<file path="src/rtl/modexp_csr_pkg.sv">
package modexp_csr_pkg;

  localparam int CSR_AW = 12;
  localparam int CSR_DW = 32;

  localparam logic [CSR_AW-1:0] OFF_START = 12'h000;
  localparam logic [CSR_AW-1:0] OFF_CFG   = 12'h048;
  localparam logic [CSR_AW-1:0] OFF_SRC   = 12'h04C;
  localparam logic [CSR_AW-1:0] OFF_LEN   = 12'h050;
  localparam logic [CSR_AW-1:0] OFF_OPLEN = 12'h058;
  localparam logic [CSR_AW-1:0] OFF_MASK  = 12'h3F8;
  localparam logic [CSR_AW-1:0] OFF_FLAGS = 12'h3FC;

  localparam int BIT_GRANT = 8;
  localparam int BIT_RDY   = 2;
  localparam int BIT_CMP   = 1;

  typedef struct packed {
    logic wrStart;
    logic wrCfg;
    logic wrSrc;
    logic wrLen;
    logic wrOpLen;
    logic wrMask;
    logic wrFlags;
    logic rdAccess;
  } csrStrobeT;

endpackage

</file>
<file path="src/rtl/modexp_csr_ctrl.sv">
module modexp_csr_ctrl
  import modexp_csr_pkg::*;
(
  input  logic              clk,
  input  logic              rst_n,
  input  logic              regValid,
  input  logic              regWe,
  input  logic [CSR_AW-1:0] regAddr,
  input  logic [1:0]        startBits,
  input  logic              sramCpuOwn,
  output csrStrobeT         stb,
  output logic              regReady,
  output logic              engStart,
  output logic              loadStart
);

  logic wrAny;
  assign wrAny = regValid && regWe;

  always_comb begin
    stb          = '0;
    stb.wrStart  = wrAny && (regAddr == OFF_START);
    stb.wrCfg    = wrAny && (regAddr == OFF_CFG);
    stb.wrSrc    = wrAny && (regAddr == OFF_SRC);
    stb.wrLen    = wrAny && (regAddr == OFF_LEN);
    stb.wrOpLen  = wrAny && (regAddr == OFF_OPLEN);
    stb.wrMask   = wrAny && (regAddr == OFF_MASK);
    stb.wrFlags  = wrAny && (regAddr == OFF_FLAGS);
    stb.rdAccess = regValid && !regWe;
  end

  logic launchOk;
  assign launchOk = stb.wrStart && startBits[0] && !sramCpuOwn;

  always_ff @(posedge clk or negedge rst_n) begin
    if (!rst_n) begin
      regReady  <= 1'b0;
      engStart  <= 1'b0;
      loadStart <= 1'b0;
    end else begin
      regReady  <= regValid;
      engStart  <= launchOk;
      loadStart <= launchOk && startBits[1];
    end
  end

  // a loader launch never comes without an engine launch
  p_load_with_eng_r3: assert property (@(posedge clk) disable iff (!rst_n)
    loadStart |-> engStart);

endmodule

</file>
<file path="src/rtl/modexp_csr_dp.sv">
module modexp_csr_dp
  import modexp_csr_pkg::*;
#(
  parameter int SRC_W = 32,
  parameter int LEN_W = 16,
  parameter int OPL_W = 16
)(
  input  logic              clk,
  input  logic              rst_n,
  input  csrStrobeT         stb,
  input  logic [CSR_AW-1:0] regAddr,
  input  logic [CSR_DW-1:0] regWdata,
  input  logic              loadDone,
  input  logic              engDone,
  output logic [CSR_DW-1:0] regRdata,
  output logic              dmaEnable,
  output logic [1:0]        engMode,
  output logic [OPL_W-1:0]  expBits,
  output logic [OPL_W-1:0]  modBits,
  output logic [SRC_W-1:0]  dmaSrc,
  output logic [LEN_W-1:0]  dmaLen,
  output logic              sramCpuOwn,
  output logic              irq,
  output logic              jobDone
);

  logic [1:0] startReg;
  logic       grantReg;
  logic [1:0] maskRdy;
  logic [1:0] flagReg;  // [1] = ready flag, [0] = complete flag
  logic [1:0] maskReg;
  logic [1:0] clrMask;
  logic [1:0] setMask;
  logic [CSR_DW-1:0] rdMux;

  assign maskRdy = {regWdata[BIT_RDY], regWdata[BIT_CMP]};
  assign clrMask = stb.wrFlags ? maskRdy : 2'b00;
  assign setMask = {loadDone, engDone};

  always_ff @(posedge clk or negedge rst_n) begin
    if (!rst_n) begin
      startReg <= '0;
      grantReg <= 1'b0;
      engMode  <= '0;
      expBits  <= '0;
      modBits  <= '0;
      dmaSrc   <= '0;
      dmaLen   <= '0;
      maskReg  <= '0;
      flagReg  <= '0;
    end else begin
      if (stb.wrStart) startReg <= regWdata[1:0];
      if (stb.wrCfg) begin
        grantReg <= regWdata[BIT_GRANT];
        engMode  <= regWdata[5:4];
      end
      if (stb.wrOpLen) begin
        expBits <= regWdata[16 +: OPL_W];
        modBits <= regWdata[OPL_W-1:0];
      end
      if (stb.wrSrc)  dmaSrc  <= regWdata[SRC_W-1:0];
      if (stb.wrLen)  dmaLen  <= regWdata[LEN_W-1:0];
      if (stb.wrMask) maskReg <= maskRdy;
      flagReg <= (flagReg & ~clrMask) | setMask;
    end
  end

  always_comb begin
    rdMux = '0;
    case (regAddr)
      OFF_START: rdMux[1:0] = startReg;
      OFF_CFG: begin
        rdMux[BIT_GRANT] = grantReg;
        rdMux[5:4]       = engMode;
      end
      OFF_OPLEN: rdMux = {expBits, modBits};
      OFF_SRC:   rdMux = CSR_DW'(dmaSrc);
      OFF_LEN:   rdMux = CSR_DW'(dmaLen);
      OFF_MASK: begin
        rdMux[BIT_RDY] = maskReg[1];
        rdMux[BIT_CMP] = maskReg[0];
      end
      OFF_FLAGS: begin
        rdMux[BIT_RDY] = flagReg[1];
        rdMux[BIT_CMP] = flagReg[0];
      end
      default: rdMux = '0;
    endcase
  end

  always_ff @(posedge clk or negedge rst_n) begin
    if (!rst_n)            regRdata <= '0;
    else if (stb.rdAccess) regRdata <= rdMux;
  end

  assign dmaEnable  = startReg[1];
  assign sramCpuOwn = grantReg;
  assign irq        = |(flagReg & maskReg);
  assign jobDone    = &flagReg;

  // a set flag stays set unless a clear write targets it
  p_flag_sticky_r7: assert property (@(posedge clk) disable iff (!rst_n)
    (flagReg[0] && !(stb.wrFlags && regWdata[BIT_CMP])) |=> flagReg[0]);

  // a set pulse wins over a clear in the same cycle
  p_set_wins_r8: assert property (@(posedge clk) disable iff (!rst_n)
    (loadDone && stb.wrFlags) |=> flagReg[1]);

endmodule

</file>
<file path="src/rtl/modexp_csr.sv">
module modexp_csr
  import modexp_csr_pkg::*;
#(
  parameter int SRC_W = 32,
  parameter int LEN_W = 16,
  parameter int OPL_W = 16
)(
  input  logic              clk,
  input  logic              rst_n,
  input  logic              regValid,
  input  logic              regWe,
  input  logic [11:0]       regAddr,
  input  logic [31:0]       regWdata,
  output logic [31:0]       regRdata,
  output logic              regReady,
  output logic              engStart,
  output logic              loadStart,
  output logic              dmaEnable,
  output logic [1:0]        engMode,
  output logic [OPL_W-1:0]  expBits,
  output logic [OPL_W-1:0]  modBits,
  output logic [SRC_W-1:0]  dmaSrc,
  output logic [LEN_W-1:0]  dmaLen,
  input  logic              loadDone,
  input  logic              engDone,
  output logic              sramCpuOwn,
  output logic              sramEngOwn,
  output logic              irq,
  output logic              jobDone
);

  csrStrobeT stb;

  modexp_csr_ctrl u_ctrl (
    .clk        (clk),
    .rst_n      (rst_n),
    .regValid   (regValid),
    .regWe      (regWe),
    .regAddr    (regAddr),
    .startBits  (regWdata[1:0]),
    .sramCpuOwn (sramCpuOwn),
    .stb        (stb),
    .regReady   (regReady),
    .engStart   (engStart),
    .loadStart  (loadStart)
  );

  modexp_csr_dp #(
    .SRC_W (SRC_W),
    .LEN_W (LEN_W),
    .OPL_W (OPL_W)
  ) u_dp (
    .clk        (clk),
    .rst_n      (rst_n),
    .stb        (stb),
    .regAddr    (regAddr),
    .regWdata   (regWdata),
    .loadDone   (loadDone),
    .engDone    (engDone),
    .regRdata   (regRdata),
    .dmaEnable  (dmaEnable),
    .engMode    (engMode),
    .expBits    (expBits),
    .modBits    (modBits),
    .dmaSrc     (dmaSrc),
    .dmaLen     (dmaLen),
    .sramCpuOwn (sramCpuOwn),
    .irq        (irq),
    .jobDone    (jobDone)
  );

  assign sramEngOwn = !sramCpuOwn;

  // exactly one SRAM owner
  p_one_owner_r10: assert property (@(posedge clk) disable iff (!rst_n)
    $countones({sramCpuOwn, sramEngOwn}) == 1);

  // the engine is never launched while the CPU holds the SRAM
  p_no_launch_granted_r11: assert property (@(posedge clk) disable iff (!rst_n)
    engStart |-> !sramCpuOwn);

  // both flags set and both unmasked means an interrupt
  p_done_irq_r13: assert property (@(posedge clk) disable iff (!rst_n)
    (jobDone && $past(regValid && regWe && regAddr == OFF_MASK && regWdata[2] && regWdata[1]))
      |-> irq);

endmodule

</file>
<file path="config.mk">
export PLATFORM = sky130hd
export DESIGN_NAME = modexp_csr
export DESIGN_NICKNAME = d
export VERILOG_FILES = /design/src/rtl/modexp_csr_pkg.sv /design/src/rtl/modexp_csr_ctrl.sv /design/src/rtl/modexp_csr_dp.sv /design/src/rtl/modexp_csr.sv
export SDC_FILE = /design/constraint.sdc
export NUM_CORES = 1
export LEC_CHECK = 0
export BUFFER_PORTS_ARGS = -buffer_cell sky130_fd_sc_hd__buf_2
export CAP_MARGIN = 20
export CORE_UTILIZATION = 23
export CTS_BUF_LIST = sky130_fd_sc_hd__clkbuf_4 sky130_fd_sc_hd__clkbuf_8
export DETAILED_ROUTE_END_ITERATION = 8
export MAX_ROUTING_LAYER = met4
export SETUP_SLACK_MARGIN = 0.1
export SYNTH_ARGS = -nofsm -noshare
export SYNTH_HDL_FRONTEND = slang
export SYNTH_HIERARCHICAL = 1
export SYNTH_SLANG_ARGS = --single-unit
</file>
<file path="constraint.sdc">
create_clock -name clk -period 2.65 [get_ports clk]
set_input_delay 0.1325 -clock clk [delete_from_list [all_inputs] [get_ports clk]]
set_output_delay 0.1325 -clock clk [all_outputs]
set_load 0.01 [all_outputs]
</file>
==> results by group <==
Finish
  – Fraction of layout cells with a size suffix above 1: 0.5336
  – Fin area: 7635 µm²
  – Nets: 693
  – Ant diodes: 0
  – Layout Area Growth over Synthesis: 34.02%

Pwr
  – Peak VDD IR: 0.2706 mV
  – Power Dens Cells: 491.4 nW/µm²
  – Clk pwr share: 0.431
  – Sw power: around 920 µW
  – P_leak: 0.003763 µW
  – Internal Power: about 2800 µW
  – Comb pwr share: 0.062
  – Switching Fraction: 0.2448
  – Sequential Power Share: 0.507

Hold path
  – Min-Delay Path Class: in2reg

GRT
  – Congestion Overflow GR: 0
  – Tot GR Track Use: 0.1407
  – First-pass GRT wire length: 26340 µm
  – Largest net degree at the start of global routing: 85
  – Initial antenna violation count: 0
  – Number of global-route vias before repair: 4483

Status
  – Outcome: complete, no violations

Placed design
  – Place WS: 0.6655 ns
  – Number of port buffers: between 150 and 200
  – DP Area: ~6900 µm²
  – RePlAce Congestion: roughly 0.8
  – Detail Placement HPWL: approximately 12000 µm

Setup path
  – CP endpoint kind: flop
  – Arr. time, crit path: between 2 and 2.5 ns
  – CP required: 2.98 ns
  – CP Class: in2reg
  – Startpoint class of the critical path: primary input
  – Crit-path max FO: 18

Logic synthesis
  – Library cells used by synthesis: 45
  – Seq/Total Area, Yosys: 0.5447
  – Syn nets: 480
  – Synth warn: 6
  – Main synth FF type: dfrtp_1
  – Syn Area/Cell: 13.25 µm²
  – Post-Synthesis Cells: 430
  – Mapped Area: 5697 µm²
  – FFs w/ async S/R, synth: 1.000
  – Post-synth EDFFs: 0
  – Synth Register Bits: 124

Floorplanning
  – # rows: 57
  – Die area: around 25000 µm²
  – # IOs: 172
  – Die Y-Extent: 159.4 µm
  – Die width: ~160 µm
  – Initial Util: 0.2342
  – Core region area: roughly 24000 µm²

CTS
  – Root buffer cell: clkbuf_8
  – CTS tree: yes
  – Worst-Skew Late Latency: between 0.4 and 0.5 ns
  – Cts repair resizes: 0
  – Cts bufs inserted: 17
  – Hold_buf cts: 36
  – Post-CTS Setup Bufs: 0
  – Clock Sinks: roughly 120
  – H-tree depth: 4
  – Clk slew on worst S/H paths: about 0.070 ns
  – CTS Buffer Depth: 2

Timing
  – Final period util: 0.7303
  – Final Max Tran Viols: 0
  – Fmax: ~520 MHz
  – Worst-Margin Slew: 0.8334 ns
  – Final Hold Viols: 0
  – Rel. slew slack: 0.4444
  – TNS Setup: 0 ns
  – Post-layout worst setup margin: 0.7146 ns
  – Skew final: ~0.017 ns
  – Minimum clock period after layout: 1.935 ns
  – Final-report setup violation count: 0
  – Fin Hold WS: around 0.16 ns
  – Unrepaired setup endpoints after global routing: false

Routing
  – DR iter-0 viols: between 150 and 200
  – Total number of vias: 4303
  – Drt first pass iters: 4
  – Routed len/inst: 17.35 µm
  – Routed vias/inst: 4.400
  – DRC violations left: 0
  – Detailed Route WL: 16960 µm
  – Routed Antenna Nets: 0

Run
  – MaxCap Viol Count: 0
## metrics by stage
step,util,power [µW],std cells
after floorplan,-,2012,430
after detailed placement,0.2838,2135,912
final,0.3139,3752,978
after global placement,0.2838,2134,912
after global routing,0.3139,3933,978
after CTS,0.3139,3834,978
## registers in the layout, summed over array words and instances, names as in the netlist
| name | count |
|---|---|
| u_dp/sramCpuOwn | 1 |
| u_ctrl/loadStart | 1 |
| u_dp/regRdata | 32 |
| u_dp/modBits | 16 |
| u_dp/maskReg | 2 |
| u_dp/dmaSrc | 32 |
| u_dp/expBits | 16 |
| u_dp/engMode | 2 |
| u_dp/startReg | 2 |
| u_ctrl/regReady | 1 |
| u_dp/flagReg | 2 |
| u_ctrl/engStart | 1 |
| u_dp/dmaLen | 16 |
## worst max-delay path, cell delays in order
cell           delay (ns)
dlygate4sd3_1        0.52
buf_2                0.12
nand4bb_1            0.14
nand2b_1             0.37
nor3_2               0.29
buf_4                0.31
mux2_2               0.37
## final cells by class
| type | count | area, µm² |
|---|---|---|
| flip-flops and latches | 124 | 3103 |
| fillers | 2504 | 16680 |
| clock inverters | 12 | 125.1 |
| inverters | 35 | 131.4 |
| multi-input cells | 245 | 2290 |
| clock buffers | 18 | 247.7 |
| repair buffers | 220 | 1333 |
| well taps | 324 | 405.4 |
## power by group through the flow
| stage | registers (µW) | logic (µW) | clock network [µW] |
|---|---|---|---|
| floorplan | 1940 | 68.2 | 0 |
| global placement | 1940 | 194 | 0 |
| detailed placement | 1940 | 195 | 0 |
| CTS | 1900 | 236 | 1690 |
| global route | 1900 | 254 | 1770 |
| finish | 1900 | 232 | 1620 |
## logic make-up (layout without fill, tap and decap cells)
kind of cell           count (synthesis)  in the layout  synth area share
and+or+nand+nor                       67             67           0.08346
DFF                                  124            124            0.5447
muxes                                102            102            0.2010
AOI/OAI and AO/OA                     76             76            0.1136
buffers and inverters                 61            285           0.05732
## cell usage in the layout (no fill, tap or decap), types with 4 or more instances in the layout
cell / n
buf_2: 170
dfrtp_1: 124
mux2_2: 99
dlygate4sd3_1: 36
inv_1: 35
a22oi_1: 28
o22ai_2: 20
clkbuf_8: 18
buf_4: 12
nand2_1: 10
o22ai_1: 10
nor2_1: 8
clkinvlp_4: 6
nor3_1: 6
clkinv_2: 4
nand2b_1: 4
nor4_4: 4
o21ai_0: 4
## routing by layer
metal  vias to the layer above  GRT usage  share of wire
li1                       2002          -              -
met5                         -          -              0
met1                      2133     0.1841           0.47
met3                        16    0.04064          0.059
met2                       152     0.2067           0.46
met4                         0    0.04808          0.012
## worst paths after layout
path	start	to	slack, ns	cells after the start
max reg2reg	u_dp/startReg[0]$_DFFE_PN0P_	u_dp/regRdata[0]$_DFFE_PN0P_	1.43	4
max	regValid	u_dp/dmaSrc[10]$_DFFE_PN0P_	0.71	7
min reg2reg	u_dp/startReg[0]$_DFFE_PN0P_	u_dp/startReg[0]$_DFFE_PN0P_	0.51	1
min in group asynchronous	rst_n	u_dp/sramCpuOwn$_DFFE_PN0P_	0.29	2
min	regAddr[5]	u_dp/flagReg[0]$_DFF_PN0_	0.16	5
max in group asynchronous	rst_n	u_dp/regRdata[13]$_DFFE_PN0P_	1.64	3
## Yosys cell counts, types with 5 or more instances
cell,instances,share of area
a22oi_1,28,0.037
buf_6,6,0.012
clkbuf_1,9,0.0059
clkbuf_8,5,0.012
dfrtp_1,124,0.54
inv_1,35,0.023
mux2_2,99,0.20
nand2_1,10,0.0066
nor2_1,8,0.0053
nor3_1,9,0.0079
o22ai_1,10,0.011
o22ai_2,20,0.044
Note: power is estimated with default switching activity, not from simulation.
